`src/rtl/pwmen_pkg.sv`:
```
package pwmen_pkg;
  localparam int NCH = 4;
  localparam int CW  = 8;
  localparam int AW  = 4;
  localparam int DW  = 8;

  localparam int ADDR_ENABLE = 0;
  localparam int ADDR_PORT   = 1;
  localparam int ADDR_DIR    = 2;
  localparam int ADDR_CHBASE = 4;

  typedef logic [NCH-1:0][CW-1:0] ch_word_t;
endpackage

```
`src/rtl/pwmen_regs.sv`:
```
module pwmen_regs
  import pwmen_pkg::*;
(
  input  logic                clk,
  input  logic                rst_n,
  input  logic                bus_valid,
  input  logic                bus_write,
  input  logic [AW-1:0]       bus_addr,
  input  logic [DW-1:0]       bus_wdata,
  output logic                rd_valid,
  output logic [DW-1:0]       rd_data,
  output logic [NCH-1:0]      en_q,
  output logic [NCH-1:0]      port_q,
  output logic [NCH-1:0]      dir_q,
  output ch_word_t            period_q,
  output ch_word_t            duty_q
);
  localparam int PAD = DW - NCH;

  logic          wr_fire, rd_fire;
  logic [DW-1:0] rd_mux;

  assign wr_fire = bus_valid &&  bus_write;
  assign rd_fire = bus_valid && !bus_write;

  always_ff @(posedge clk) begin
    if (!rst_n) begin
      en_q     <= '0;
      port_q   <= '0;
      dir_q    <= '0;
      period_q <= '0;
      duty_q   <= '0;
    end else if (wr_fire) begin
      if (bus_addr == AW'(ADDR_ENABLE)) en_q   <= bus_wdata[NCH-1:0];
      if (bus_addr == AW'(ADDR_PORT))   port_q <= bus_wdata[NCH-1:0];
      if (bus_addr == AW'(ADDR_DIR))    dir_q  <= bus_wdata[NCH-1:0];
      for (int c = 0; c < NCH; c++) begin
        if (bus_addr == AW'(ADDR_CHBASE + 2*c))     period_q[c] <= bus_wdata[CW-1:0];
        if (bus_addr == AW'(ADDR_CHBASE + 2*c + 1)) duty_q[c]   <= bus_wdata[CW-1:0];
      end
    end
  end

  always_comb begin
    rd_mux = '0;
    if (bus_addr == AW'(ADDR_ENABLE)) rd_mux = {{PAD{1'b0}}, en_q};
    if (bus_addr == AW'(ADDR_PORT))   rd_mux = {{PAD{1'b0}}, port_q};
    if (bus_addr == AW'(ADDR_DIR))    rd_mux = {{PAD{1'b0}}, dir_q};
    for (int c = 0; c < NCH; c++) begin
      if (bus_addr == AW'(ADDR_CHBASE + 2*c))     rd_mux = DW'(period_q[c]);
      if (bus_addr == AW'(ADDR_CHBASE + 2*c + 1)) rd_mux = DW'(duty_q[c]);
    end
  end

  always_ff @(posedge clk) begin
    if (!rst_n) begin
      rd_valid <= 1'b0;
      rd_data  <= '0;
    end else begin
      rd_valid <= rd_fire;
      rd_data  <= rd_fire ? rd_mux : '0;
    end
  end

  // only a write to the direction address may change the direction register
  assert_dir_untouched_R4: assert property (@(posedge clk) disable iff (!rst_n)
    !(wr_fire && bus_addr == AW'(ADDR_DIR)) |=> $stable(dir_q));

  // the upper bits of a read of the enable register are zero
  assert_enable_upper_zero_R2: assert property (@(posedge clk) disable iff (!rst_n)
    rd_fire && bus_addr == AW'(ADDR_ENABLE) |=> rd_data[DW-1:NCH] == '0);

  // read data is valid exactly one cycle after a read is accepted
  assert_read_latency_R8: assert property (@(posedge clk) disable iff (!rst_n)
    rd_fire |=> rd_valid);
endmodule

```
`src/rtl/pwmen_chan.sv`:
```
module pwmen_chan
  import pwmen_pkg::*;
(
  input  logic          clk,
  input  logic          rst_n,
  input  logic          tick,
  input  logic          en,
  input  logic [CW-1:0] period,
  input  logic [CW-1:0] duty,
  output logic          pwm
);
  logic          run_q;
  logic [CW-1:0] cnt_q;

  // The enable bit is sampled only at the start of a source cycle
  always_ff @(posedge clk) begin
    if (!rst_n) begin
      run_q <= 1'b0;
    end else if (tick) begin
      run_q <= en;
    end
  end

  always_ff @(posedge clk) begin
    if (!rst_n) begin
      cnt_q <= '0;
    end else if (tick) begin
      if (!run_q || !en)        cnt_q <= '0;
      else if (cnt_q >= period) cnt_q <= '0;
      else                      cnt_q <= cnt_q + CW'(1);
    end
  end

  assign pwm = run_q && (cnt_q < duty);

  // the run state only changes on a source tick
  assert_run_on_tick_R7: assert property (@(posedge clk) disable iff (!rst_n)
    !tick |=> $stable(run_q));

  // a channel that is not running produces no pulse and holds its count at zero
  assert_idle_quiet_R5: assert property (@(posedge clk) disable iff (!rst_n)
    !run_q |-> (!pwm && cnt_q == '0));

  // a tick at or past the period wraps the counter
  assert_wrap_R6: assert property (@(posedge clk) disable iff (!rst_n)
    (tick && run_q && en && cnt_q >= period) |=> cnt_q == '0);
endmodule

```
`src/rtl/pwmen_pinmux.sv`:
```
module pwmen_pinmux
  import pwmen_pkg::*;
(
  input  logic [NCH-1:0] en,
  input  logic [NCH-1:0] dir,
  input  logic [NCH-1:0] port,
  input  logic [NCH-1:0] pwm,
  output logic [NCH-1:0] pin_out,
  output logic [NCH-1:0] pin_oe
);
  for (genvar k = 0; k < NCH; k++) begin : g_pin
    assign pin_oe[k]  = en[k] | dir[k];
    assign pin_out[k] = en[k] ? pwm[k] : port[k];
  end
endmodule

```
`src/rtl/pwm_enable_stage.sv`:
```
module pwm_enable_stage
  import pwmen_pkg::*;
(
  input  logic           clk,
  input  logic           rst_n,
  input  logic           bus_valid,
  output logic           bus_ready,
  input  logic           bus_write,
  input  logic [AW-1:0]  bus_addr,
  input  logic [DW-1:0]  bus_wdata,
  output logic           rd_valid,
  output logic [DW-1:0]  rd_data,
  input  logic [NCH-1:0] src_tick,
  output logic [NCH-1:0] pin_out,
  output logic [NCH-1:0] pin_oe
);
  logic [NCH-1:0] en_q, port_q, dir_q, pwm;
  ch_word_t       period_q, duty_q;

  assign bus_ready = 1'b1;

  pwmen_regs u_regs (
    .clk      (clk),
    .rst_n    (rst_n),
    .bus_valid(bus_valid),
    .bus_write(bus_write),
    .bus_addr (bus_addr),
    .bus_wdata(bus_wdata),
    .rd_valid (rd_valid),
    .rd_data  (rd_data),
    .en_q     (en_q),
    .port_q   (port_q),
    .dir_q    (dir_q),
    .period_q (period_q),
    .duty_q   (duty_q)
  );

  for (genvar c = 0; c < NCH; c++) begin : g_ch
    pwmen_chan u_chan (
      .clk   (clk),
      .rst_n (rst_n),
      .tick  (src_tick[c]),
      .en    (en_q[c]),
      .period(period_q[c]),
      .duty  (duty_q[c]),
      .pwm   (pwm[c])
    );
  end

  pwmen_pinmux u_mux (
    .en     (en_q),
    .dir    (dir_q),
    .port   (port_q),
    .pwm    (pwm),
    .pin_out(pin_out),
    .pin_oe (pin_oe)
  );
endmodule

```
`config.mk`:
```
export PLATFORM = sky130hd
export DESIGN_NAME = pwm_enable_stage
export DESIGN_NICKNAME = d
export VERILOG_FILES = /design/src/rtl/pwmen_pkg.sv /design/src/rtl/pwmen_regs.sv /design/src/rtl/pwmen_chan.sv /design/src/rtl/pwmen_pinmux.sv /design/src/rtl/pwm_enable_stage.sv
export SDC_FILE = /design/constraint.sdc
export NUM_CORES = 1
export LEC_CHECK = 0
export BUFFER_PORTS_ARGS = -buffer_cell sky130_fd_sc_hd__buf_2
export CORE_ASPECT_RATIO = 1.75
export CORE_MARGIN = 4
export CORE_UTILIZATION = 62
export DETAILED_ROUTE_END_ITERATION = 10
export PLACE_DENSITY = 0.77
export SYNTH_ARGS = -nofsm -noshare
export SYNTH_HDL_FRONTEND = slang
export SYNTH_HIERARCHICAL = 1
export SYNTH_SLANG_ARGS = --single-unit
```
`constraint.sdc`:
```
create_clock -name clk -period 2.4 [get_ports clk]
set_input_delay 0.72 -clock clk [delete_from_list [all_inputs] [get_ports clk]]
set_output_delay 0.72 -clock clk [all_outputs]
set_load 0.05 [all_outputs]
```
After elaboration in Yosys (flattened, before gate mapping):

Index checks and enable logic that the tools add are counted.
W data, S select, Z words.

* equal/unequal tests: 10
* reductions and logical operators: 32
* add/subtract/negate cells: 4
* div/mod/pow operators: 0
* multiplexer cells: 23
* bitwise logic cells: 4
* order comparisons: 8
* shifts and indexed selects: 0
* multipliers: 0

Operators with widths (number)
* $mux W8: 16
* $add A8 B1 Y8 const B: 4
* $ge A8 B8 Y1: 4
* $lt A8 B8 Y1: 4
* $reduce_and A2 Y1: 12
* $eq A4 B3 Y1 const B: 4
* $eq A4 B4 Y1 const B: 4
* $mux W4: 3
* $logic_not A1 Y1: 9
* $logic_and A1 B1 Y1: 6
* $eq A4 B1 Y1 const B: 1
* $eq A4 B2 Y1 const B: 1
* $logic_not A4 Y1: 1
* $logic_or A1 B1 Y1: 4
* $mux W1: 4
* $or A1 B1 Y1: 4

* latch bits: 0
* bits in read-only memories: 0
* bits in writable memories: 0
* flip-flop bits (word level): 121
* word-level logic and storage cells: 102
* memories: 0
* input bits: 20
* output and inout port bits: 18

Logic depth before layout (Yosys ltp):

Gate-level depths: netlist of the first run.

* word-level depth: 12
* depth in mapped cells: 8
* depth with buffers taken out: 7

Hierarchy:

The synthesis of the first run kept the hierarchy.

By module, submodules not included
* pwmen_regs: cells an instance 444, sequential area each 1701.6 um^2, area an instance 4035.1 um^2, times used 1
* pwmen_chan: cells an instance 102, sequential area each 180.2 um^2, area an instance 849.6 um^2, times used 4
* pwmen_pinmux: cells an instance 8, sequential area each 0.0 um^2, area an instance 85.1 um^2, times used 1
* pwm_enable_stage: cells an instance 2, sequential area each 0.0 um^2, area an instance 11.3 um^2, times used 1

Worst setup path before layout of the first run:

Ideal clock, no wire load.

* path kind: register -> output
* start point: register g_ch[1].u_chan.cnt_q[4]
* end point: output port pin_out[1]
* setup slack: 0.221 ns
* path buffers: 0
* data required time: 1.680 ns
* arrival time: 1.459 ns
* cell stages (with the launch flop): 7
* cell sequence: dfxtp_1 > ha_1 > a21o_1 > a21oi_1 > o21ai_0 > a31oi_1 > mux2_4

* word-level cells in the longest chain between the ends: 3

Ends and longest elaborated chain
* start: declaration: line pwmen_chan.sv:13 `logic [CW-1:0] cnt_q;`
* start signal: assignment: line pwmen_chan.sv:30 `else cnt_q <= cnt_q + CW'(1);`
* $lt A8 B8 Y1: line pwmen_chan.sv:34 `assign pwm = run_q && (cnt_q < duty);`
* $logic_and A1 B1 Y1: line pwmen_chan.sv:34
* via pwm[1]: line pwm_enable_stage.sv:17 `logic [NCH-1:0] en_q, port_q, dir_q, pwm;`
* $mux W1: line pwmen_pinmux.sv:13 `assign pin_out[k] = en[k] ? pwm[k] : port[k];`
* end: declaration: line pwm_enable_stage.sv:14 `output logic [NCH-1:0] pin_out,`

The timed path passes the listed nets, and every way through them passes these cells.

Final worst setup path of the first run:

* start point: register g_ch[3].u_chan.cnt_q[1]
* end point: output port pin_out[3]

* word-level cells in the longest chain between the ends: 3

Ends and longest elaborated chain (line)
* start: declaration: pwmen_chan.sv:13
* start signal: assignment: pwmen_chan.sv:30
* $lt A8 B8 Y1: pwmen_chan.sv:34
* $logic_and A1 B1 Y1: pwmen_chan.sv:34
* via pwm[3]: pwm_enable_stage.sv:17
* $mux W1: pwmen_pinmux.sv:13

The timed path passes the listed nets, and every way through them passes these cells.

==> summary.md, run 1 <==
| Metric | Value |
|---|---|
| CTS tree | `yes` |
| Vias/cell | `between 6 and 7` |
| Die Area | `14,000 sq um` |
| Largest net degree at the start of global routing | `42` |
| Initial antenna violation count | `0` |
| Syn Inst Count | `862` |
| Root buf cell | `clkbuf_16` |
| Sw frac | `22.5%` |
| Drt wl/cell | `20.3 microns` |
| Worst setup path class | `reg -> out` |
| Int Pwr | `between 3000 and 4000 uW` |
| Clk_skew | `8.76 ps` |
| Detail Route Antenna Nets | `0` |
| CP max stage cell | `dfxtp_1` |
| CTS clock-pin slew for the worst setup and hold paths | `approximately 60 ps` |
| Core region area | `roughly 12,000 sq um` |
| Hold WC Path Type | `reg -> reg` |
| Yosys warns | `6` |
| CP Data Required Time | `about 1700 ps` |
| Num CTS Buffers | `17` |
| # rows | `53` |
| Clk pwr share | `53.3%` |
| Post-Syn Nets | `946` |
| Fin crit share | `108%` |
| Grt ovf | `0` |
| Synth top area cells | `dfxtp_1 (32%), ha_1 (11%), mux2i_1 (7.8%)` |
| Synth cell count leaders | `dfxtp_1 (121), nand2_1 (82), inv_1 (71), ha_1 (64), nand3_1 (64)` |
| Post-synthesis cell type count | `58` |
| Register bit total from synthesis | `121` |
| Slew Viols, Final | `0` |
| Max-cap violations | `0` |
| GP Congestion | `0.988` |
| Crit path DAT | `1870 ps` |
| IO buf count | `36` |
| Antenna Diode Count | `0` |
| Flop pwr share | `40.1%` |
| Outcome | `finished with violations` |
| HPWL after detailed placement | `15,900 microns` |
| RSZ-0062 raised after global routing | `yes` |
| Post-synth EDFFs | `0` |
| Placed inst area | `8040 sq um` |
| Worst VDD drop | `0.555 mV` |
| Share of the synthesized area in the top cell type | `roughly a third` |
| Power per cell area | `570 nW/um^2` |
| Max incr delay on CP | `390 ps` |
| Most common cell in the synthesized netlist | `dfxtp_1` |
| Die Y | `154 microns` |
| Number of global-route vias before repair | `approximately 7,000` |
| Remaining DRCs | `0` |
| First-pass iteration count of the detailed router | `5` |
| Setup violators final | `4` |
| IO Pins | `38` |
| Overall global routing resource usage | `31.5%` |
| Starting Density | `63.1%` |
| Post-synth top area cell | `dfxtp_1` |
| Net Switching | `1140 uW` |
| Failing checks | `setup timing` |
| Register area share after synthesis | `between 30 and 40%` |
| Filler cells | `851` |
| Clk_lat worst skew | `420 ps` |
| Setup WS post-layout | `-187 ps` |
| Critical path, cell by cell | `ha_4 -> a21o_1 -> a21oi_1 -> o21ai_1 -> a31oi_1 -> mux2_4 -> buf_8` |
| Worst Path Max Fanout | `2` |
| CP endpoint kind | `primary output` |
| CTS Buffer Depth | `2` |
| Mapped Area | `7530 sq um` |
| Syn avg cell area | `8.74 sq um` |
| WP buf/inv | `1` |
| Leakage power total | `0.00357 uW` |
| CTS H-tree depth | `4` |
| Final min period | `2590 ps` |
| Die W | `91.3 microns` |
| Comb pwr share | `6.6%` |
| Final hold violations | `0` |
| Vias | `6,796` |
| Clk sink count | `121` |
| Hold slack | `roughly 490 ps` |
| CP top delay family | `compound AO/OA/AOI/OAI gates` |
| Area Overhead vs Synth | `18.1%` |
| DRT iter0 DRCs | `roughly 430` |
| Nets | `1,011` |
| Top_reg_cell synth | `dfxtp_1` |
| Async set or reset register ratio after synthesis | `0%` |
| Fmax | `387 MHz` |
| Global-route wire length before repair | `34,900 microns` |
| Share of cells above drive strength 1 | `22.2%` |
| Total Wirelength | `between 20,000 and 25,000 microns` |
| Post-Layout Inst Area | `a little under 9000 sq um` |
| Startpoint types | `flip-flop` |
## tightest hold or removal path, cell delays in order, from the launching register on
cell and delay [ps]:
dfxtp_1 330, nand2_1 60, a21boi_1 50
## layout by cell type, fill, tap and decap left out, drive strengths merged, types with 4 or more instances in the layout
cell    instances
nand3          64
dfxtp         121
mux4            4
and4            5
o21ai          56
nand2b         14
mux2i          59
a211o           4
and4b           4
a21oi          25
clkbuf         24
o22ai           6
o211ai          5
a21o           12
or2             5
ha             64
and2b           5
a21boi         49
nand3b         10
and3           12
nor2           17
a31oi          28
mux2           10
bufinv          4
a32o            5
a221oi          4
buf            98
inv            71
nand4           8
nand2          86
nor2b          34
## power groups by stage
stage	logic (uW)	registers, uW	clock network [uW]
2_1_floorplan	220	2080	0
5_1_grt	355	2030	2800
4_1_cts	326	2030	2710
6_report	334	2030	2700
3_3_place_gp	314	2070	0
3_5_place_dp	321	2070	0
## layer usage
metal | wire length [microns] | global-route usage [%]
met2 | 11300 | 57.0
met3 | 865 | 4.41
met4 | 1850 | 25.6
met5 | 0 | 0
met1 | 7820 | 31.3
## path summary, 6_finish.rpt
path,startpoint,end,slack [ps],cells past startpoint
worst max-delay path,g_ch[3].u_chan/cnt_q[1]$_SDFFE_PN0P_,pin_out[3],-190,7
worst max register to register,g_ch[3].u_chan/cnt_q[0]$_SDFFE_PN0P_,g_ch[3].u_chan/cnt_q[4]$_SDFFE_PN0P_,410,8
worst min register to register,u_regs/dir_q[3]$_SDFFE_PN0P_,u_regs/dir_q[3]$_SDFFE_PN0P_,490,2
worst min-delay path,u_regs/dir_q[3]$_SDFFE_PN0P_,u_regs/dir_q[3]$_SDFFE_PN0P_,490,2
## state kept, by name, indices dropped and copies added (netlist names)
| register | flops |
|---|---|
| g_ch.u_chan/cnt_q | 32 |
| g_ch.u_chan/run_q | 4 |
| u_regs/dir_q | 4 |
| u_regs/duty_q | 32 |
| u_regs/en_q | 4 |
| u_regs/period_q | 32 |
| u_regs/port_q | 4 |
| u_regs/rd_data | 8 |
| u_regs/rd_valid | 1 |
## through the flow
stage	std cells	setup WS, ps	power, uW	TNS, ps	util [%]
2_1_floorplan	862	221	2300	0	-
6_report	1077	-187	5070	-711	74.5
3_5_place_dp	1043	-13.4	2400	-13.4	67.3
3_3_place_gp	1043	32.2	2390	0	67.3
4_1_cts	1077	-166	5070	-606	74.4
5_1_grt	1077	-262	5180	-984	74.5
## kinds of logic after synthesis
family | after synthesis | share of synthesized area (%)
flip-flops | 121 | 32.2
AND/OR/NAND/NOR | 272 | 19.7
multiplexers | 73 | 10.7
other | 1 | 0.0498
AO/OA/AOI/OAI | 208 | 19.1
buffers and inverters | 123 | 7.63
adder cells (fa/ha/maj) | 64 | 10.6
## layout make-up
| cell class | instances | area, sq um | area share [%] |
|---|---|---|---|
| repair buffers | 98 | 698 | 7.85 |
| well taps | 137 | 171 | 1.93 |
| inverters | 71 | 267 | 3.00 |
| flip-flops and latches | 121 | 2450 | 27.6 |
| clock inverters | 8 | 143 | 1.60 |
| multi-input cells | 618 | 4690 | 52.8 |
| clock buffers | 24 | 472 | 5.30 |
## repair_timing
action                                  in CTS  in global routing
resized for setup                           58                  7
hold buffers                                 0                  0
setup buffers                                2                  0
pin swaps                                   29                  0
endpoints found under the setup margin       4                  4
No activity file was read; power rests on OpenSTA's default activity.
==> inputs of run 2 (changes only) <==
--- a/config.mk
+++ b/config.mk
@@ -5,8 +5,7 @@
 export SDC_FILE = /design/constraint.sdc
 export NUM_CORES = 1
 export LEC_CHECK = 0
-export BUFFER_PORTS_ARGS = -buffer_cell sky130_fd_sc_hd__buf_2
-export CORE_ASPECT_RATIO = 1.75
+export BUFFER_PORTS_ARGS = -buffer_cell sky130_fd_sc_hd__buf_4
 export CORE_MARGIN = 4
 export CORE_UTILIZATION = 62
 export DETAILED_ROUTE_END_ITERATION = 10
==> summary.md, run 2 (synthesis results as in run 1) <==
| Metric | Value |
|---|---|
| HPWL after detailed placement | `14,300 microns (-10%)` |
| Biggest regs | `g_ch.u_chan/cnt_q (32), u_regs/duty_q (32), u_regs/period_q (32)` |
| CTS Buffer Depth | `2 (unchanged)` |
| Hold WC Path Type | `reg -> reg` |
| Setup TNS | `-847 ps (-136 ps)` |
| Nets | `1,000 (-1.1%)` |
| Setup violators final | `4 (unchanged)` |
| Commonest non-fill, non-tap cells in the layout | `dfxtp_1 (96), buf_4 (83), nand2_1 (82), inv_1 (63), nand3_1 (63)` |
| CTS clock-pin slew for the worst setup and hold paths | `50 ps (about the same)` |
| Starting Density | `64.6% (+1.5 points)` |
| Share of cells above drive strength 1 | `22.1% (-0.17 points)` |
| Setup WS post-layout | `-255 ps (-68.2 ps)` |
| Pwr Total | `4820 uW (-4.9%)` |
| RSZ-0062 raised after global routing | `yes` |
| Num CTS Buffers | `17 (unchanged)` |
| Power per cell area | `544 nW/um^2 (-4.6%)` |
| Slew Viols, Final | `0 (unchanged)` |
| Initial antenna violation count | `0 (unchanged)` |
| Global-route wire length before repair | `33,100 microns (-5.1%)` |
| CP Data Required Time | `1680 ps (about the same)` |
| Filler cells | `796 (-6.5%)` |
| Area Overhead vs Synth | `17.7%` |
| Total Wirelength | `20,200 microns (-7.5%)` |
| Clk_skew | `6.35 ps (-2.41 ps)` |
| M1 WL | `8650 microns (+11%)` |
| Largest net degree at the start of global routing | `41 (-2.4%)` |
| Fmax | `377 MHz (-2.6%)` |
| Hold-fix buffers, CTS | `0 (unchanged)` |
| Startpoint types | `flip-flop` |
| CP endpoint kind | `primary output` |
| Fin crit share | `111% (+2.8 points)` |
| Crit path DAT | `1940 ps (+70 ps)` |
| Failing checks | `setup timing` |
| DRT iter0 DRCs | `742 (+71%)` |
| Util after Layout | `76.0% (+1.5 points)` |
| Vias/cell | `6.32 (+0.22%)` |
| Met3 Wirelength | `1770 microns (+110%)` |
| Die W | `118 microns (+29%)` |
| First-pass iteration count of the detailed router | `6 (+1)` |
| Vias | `6,779 (-0.25%)` |
| GP Congestion | `0.940 (-4.8%)` |
| Final hold violations | `0 (unchanged)` |
| IO Pins | `38 (unchanged)` |
| Number of global-route vias before repair | `6,683 (-4.0%)` |
| Die Y | `118 microns (-23%)` |
| Uppermost layer routed | `met4` |
| Core region area | `11,700 sq um (-2.3%)` |
| Placed inst area | `8000 sq um (-0.44%)` |
| Overall global routing resource usage | `29.0% (-2.5 points)` |
| Detail Route Antenna Nets | `0 (unchanged)` |
| Final min period | `2660 ps (+68.2 ps)` |
| Clk sink count | `121 (unchanged)` |
| Outcome | `finished with violations` |
| Die Area | `14,000 sq um (-0.49%)` |
| IO buf count | `36 (unchanged)` |
| # rows | `39 (-26%)` |
| Grt ovf | `0 (unchanged)` |
| Remaining DRCs | `0 (unchanged)` |
| Worst setup path class | `reg -> out` |
| Worst Path Max Fanout | `3 (+1)` |
| Drt wl/cell | `18.9 microns (-7.1%)` |
| Commonest non-fill, non-tap cell in the layout | `dfxtp_1` |
| Max-cap violations | `0 (unchanged)` |
| Worst VDD drop | `0.472 mV (-15%)` |
| Post-Layout Inst Area | `8860 sq um (-0.35%)` |
| Root buf cell | `clkbuf_16` |
| Leakage power total | `0.00352 uW (-1.4%)` |
| Clk_lat worst skew | `410 ps (about the same)` |
| CTS H-tree depth | `4 (unchanged)` |
| Met2 WL | `9260 microns (-18%)` |
| CTS tree | `yes` |
| Antenna Diode Count | `0 (unchanged)` |
[run 2: worst max-delay path, cell delays in order (launching register included)]
cell,delay (ps)
dfxtp_2,340
inv_1,50
ha_1,190
a21o_1,180
a21oi_2,130
o21ai_2,70
a31oi_1,220
mux2_4,200
buf_8,140
[run 2: through the flow]
step / cells / hold WS (ps) / worst slack, ps
final: 1072 / 481 / -255
after global routing: 1072 / 511 / -317
after CTS: 1072 / 479 / -208
after detailed placement: 1033 / 469 / 11.2
after global placement: 1033 / 461 / 66.0
after floorplan: 862 / 443 / 221
[run 2: final cells by class]
class	instances	area (sq um)	share of cell area, %
tap	143	179	2.02
timing repair buffer	87	683	7.71
multi-input combinational	618	4710	53.1
clock buffer	25	505	5.70
inverter	71	267	3.01
sequential	121	2450	27.7
clock inverter	7	65.1	0.734
[run 2: final timing paths]
| check | depth (start not counted) | slack, ps | start | to |
|---|---|---|---|---|
| max reg2reg | 8 | 470 | g_ch[0].u_chan/cnt_q[0]$_SDFFE_PN0P_ | g_ch[0].u_chan/cnt_q[4]$_SDFFE_PN0P_ |
| min | 2 | 480 | u_regs/dir_q[0]$_SDFFE_PN0P_ | u_regs/dir_q[0]$_SDFFE_PN0P_ |
| max | 8 | -260 | u_regs/duty_q[27]$_SDFFE_PN0P_ | pin_out[3] |
| min reg2reg | 2 | 480 | u_regs/dir_q[0]$_SDFFE_PN0P_ | u_regs/dir_q[0]$_SDFFE_PN0P_ |
[run 2: where the power goes]
part	switching (uW)	leakage, uW	total (uW)	internal, uW
clock network	895	0.000279	2450	1550
registers	9.74	0.000988	2030	2020
logic	215	0.00226	338	123
[run 2: repair_timing]
item / in CTS / in global routing
endpoints found under the setup margin: 4 / 4
gates cloned: 0 / 0
endpoints found under the hold margin: 0 / 0
pin swaps: 34 / 4
gates resized for setup: 57 / 9
setup buffers: 7 / 0
[run 2: layer usage]
metal / vias to the layer above / GRT usage [%]
li1: 3179 / -
met1: 3206 / 38.4
met2: 341 / 45.7
met3: 53 / 7.59
met4: 0 / 10.5
met5: - / 0
==> inputs of run 3 (changes only) <==
--- a/config.mk
+++ b/config.mk
@@ -10,6 +10,7 @@
 export CORE_UTILIZATION = 62
 export DETAILED_ROUTE_END_ITERATION = 10
 export PLACE_DENSITY = 0.77
+export RECOVER_POWER = 25
 export SYNTH_ARGS = -nofsm -noshare
 export SYNTH_HDL_FRONTEND = slang
 export SYNTH_HIERARCHICAL = 1
==> summary.md, run 3 (synthesis results as in run 1) <==
| Metric | Value |
|---|---|
| Hold Path Stages | `2 (unchanged)` |
| First-pass iteration count of the detailed router | `6 (unchanged)` |
| RSZ-0062 raised after global routing | `yes` |
| Outcome | `finished with violations` |
| CP max stage cell | `dfxtp_2` |
| Setup violators final | `4 (unchanged)` |
| Number of global-route vias before repair | `6,683 (unchanged)` |
| IO Pins | `38 (unchanged)` |
| Global-route wire length before repair | `33,100 microns (unchanged)` |
| CTS clock-pin slew for the worst setup and hold paths | `50 ps (about the same)` |
| Reg-to-reg setup timing slack | `440 ps (-30 ps)` |
| Nets | `1,000 (unchanged)` |
| Reg2reg path depth | `8 (unchanged)` |
| Fin crit share | `111% (about the same)` |
| Vias | `6,807 (+0.41%)` |
| Max-cap violations | `0 (unchanged)` |
| Slew HR | `44.0%` |
| Worst VDD drop | `0.472 mV (about the same)` |
| CP Depth | `8 (unchanged)` |
| Setup TNS | `-856 ps (-9.17 ps)` |
| Leakage power total | `0.00345 uW (-2.0%)` |
| Detail Route Antenna Nets | `0 (unchanged)` |
| Largest net degree at the start of global routing | `41 (unchanged)` |
| Hold-fix buffers, CTS | `0 (unchanged)` |
| R2R Path End | `g_ch[0].u_chan/cnt_q[4]$_SDFFE_PN0P_` |
| Crit path DAT | `1940 ps (about the same)` |
| Max incr delay on CP | `340 ps (about the same)` |
| Drt wl/cell | `18.9 microns (+0.23%)` |
| Dpl ws | `11.2 ps (unchanged)` |
| Clk_skew | `5.97 ps (-0.379 ps)` |
| Pwr Total | `4820 uW (about the same)` |
| Total Wirelength | `20,300 microns (+0.23%)` |
| Clk_lat worst skew | `410 ps (about the same)` |
| Root buf cell | `clkbuf_16` |
| Hold slack | `481 ps (+0.0890 ps)` |
| Final hold violations | `0 (unchanged)` |
| Remaining DRCs | `0 (unchanged)` |
| Commonest non-fill, non-tap cells in the layout | `dfxtp_1 (96), nand2_1 (82), buf_4 (70), inv_1 (63), nand3_1 (63)` |
| CTS tree | `yes` |
| CP top delay family | `compound AO/OA/AOI/OAI gates` |
| Power per cell area | `548 nW/um^2 (+0.70%)` |
| Fmax | `377 MHz (about the same)` |
| Slew Viols, Final | `0 (unchanged)` |
| Worst slew pin tran | `840 ps` |
| Core region area | `11,700 sq um (unchanged)` |
| CP Capture Point | `pin_out[3]` |
| Commonest non-fill, non-tap cell in the layout | `dfxtp_1` |
| Die Y | `118 microns (unchanged)` |
| CTS Buffer Depth | `2 (unchanged)` |
| Num CTS Buffers | `17 (unchanged)` |
| Initial antenna violation count | `0 (unchanged)` |
| CP startpoint | `u_regs/duty_q[27]$_SDFFE_PN0P_` |
| Reg-to-Reg Start | `g_ch[0].u_chan/cnt_q[0]$_SDFFE_PN0P_` |
| Critical path, cell by cell | `inv_1 -> ha_1 -> a21o_1 -> a21oi_2 -> o21ai_2 -> a31oi_1 -> mux2_4 -> buf_8` |
| Grt met3 use | `7.59% (unchanged)` |
| CP Data Required Time | `1680 ps (about the same)` |
| Worst setup path class | `reg -> out` |
| IO buf count | `36 (unchanged)` |
| Antenna Diode Count | `0 (unchanged)` |
| Gr busiest metal | `met2` |
| Clk sink count | `121 (unchanged)` |
| Setup WS post-layout | `-255 ps (-0.356 ps)` |
| Worst Path Max Fanout | `3 (unchanged)` |
| # rows | `39 (unchanged)` |
| CP endpoint kind | `primary output` |
| Area Overhead vs Synth | `16.8%` |
| DRT iter0 DRCs | `768 (+3.5%)` |
| Final min period | `2660 ps (+0.356 ps)` |
| Share of cells above drive strength 1 | `20.6% (-1.5 points)` |
| Die W | `118 microns (unchanged)` |
| Overall global routing resource usage | `29.0% (unchanged)` |
| Grt ovf | `0 (unchanged)` |
| WP buf/inv | `2 (unchanged)` |
| Biggest regs | `g_ch.u_chan/cnt_q (32), u_regs/duty_q (32), u_regs/period_q (32)` |
| CTS H-tree depth | `4 (unchanged)` |
| Startpoint types | `flip-flop` |
| Starting Density | `64.6% (unchanged)` |
| Hold WC Path Type | `reg -> reg` |
| HPWL after detailed placement | `14,300 microns (unchanged)` |
| Die Area | `14,000 sq um (unchanged)` |
| Met1 Use GR | `38.4% (unchanged)` |
| Met2 GRT Util | `45.7% (unchanged)` |
| Vias/cell | `6.35 (+0.41%)` |
| GP Congestion | `0.940 (unchanged)` |
| Failing checks | `setup timing` |
run 3: area by class of cell:
type | count | area (sq um)
tap | 143 | 179
clock inverter | 7 | 65.1
fill | 810 | 2870
clock buffer | 25 | 505
multi-input combinational | 618 | 4690
sequential | 121 | 2450
inverter | 71 | 267
timing repair buffer | 87 | 634
run 3: routing by layer:
| layer | up-vias | part of all wire (%) |
|---|---|---|
| met1 | 3237 | 43 |
| met3 | 61 | 8.3 |
| li1 | 3170 | - |
| met2 | 339 | 45 |
| met4 | 0 | 3.1 |
| met5 | - | 0 |
run 3: how the worst min path moves through the flow:
stage | to | startpoint
final | u_regs/dir_q[1]$_SDFFE_PN0P_ | u_regs/dir_q[1]$_SDFFE_PN0P_
after global routing | u_regs/duty_q[18]$_SDFFE_PN0P_ | u_regs/duty_q[18]$_SDFFE_PN0P_
after CTS | u_regs/dir_q[0]$_SDFFE_PN0P_ | u_regs/dir_q[0]$_SDFFE_PN0P_
after detailed placement | u_regs/dir_q[1]$_SDFFE_PN0P_ | u_regs/dir_q[1]$_SDFFE_PN0P_
after global placement | u_regs/dir_q[1]$_SDFFE_PN0P_ | u_regs/dir_q[1]$_SDFFE_PN0P_
after floorplan | u_regs/dir_q[2]$_SDFFE_PN0P_ | u_regs/dir_q[2]$_SDFFE_PN0P_
run 3: metrics by stage:
step,instances,area [sq um],util [%]
after detailed placement,1033,8000,68.6
after global routing,1072,8800,75.4
final,1072,8800,75.4
after CTS,1072,8840,75.8
after floorplan,862,7530,-
after global placement,1033,8000,68.6
run 3: worst register-to-register path: stages (launching register included):
cell and delay (ps):
dfxtp_1 380, buf_4 160, inv_1 50, ha_1 270, nand2b_1 110, nand3_1 80
a211o_1 430, a31oi_1 250, mux2i_1 120
run 3: timing repair:
action | in CTS | in global routing
endpoints found under the setup margin | 4 | 4
pin swaps | 34 | 4
buffers inserted | 7 | 0
resized for setup | 57 | 9
run 3: report_power, final:
group	internal (uW)	switching (uW)
registers	2020	9.71
clock network	1550	901
logic	117	213
total	3690	1120
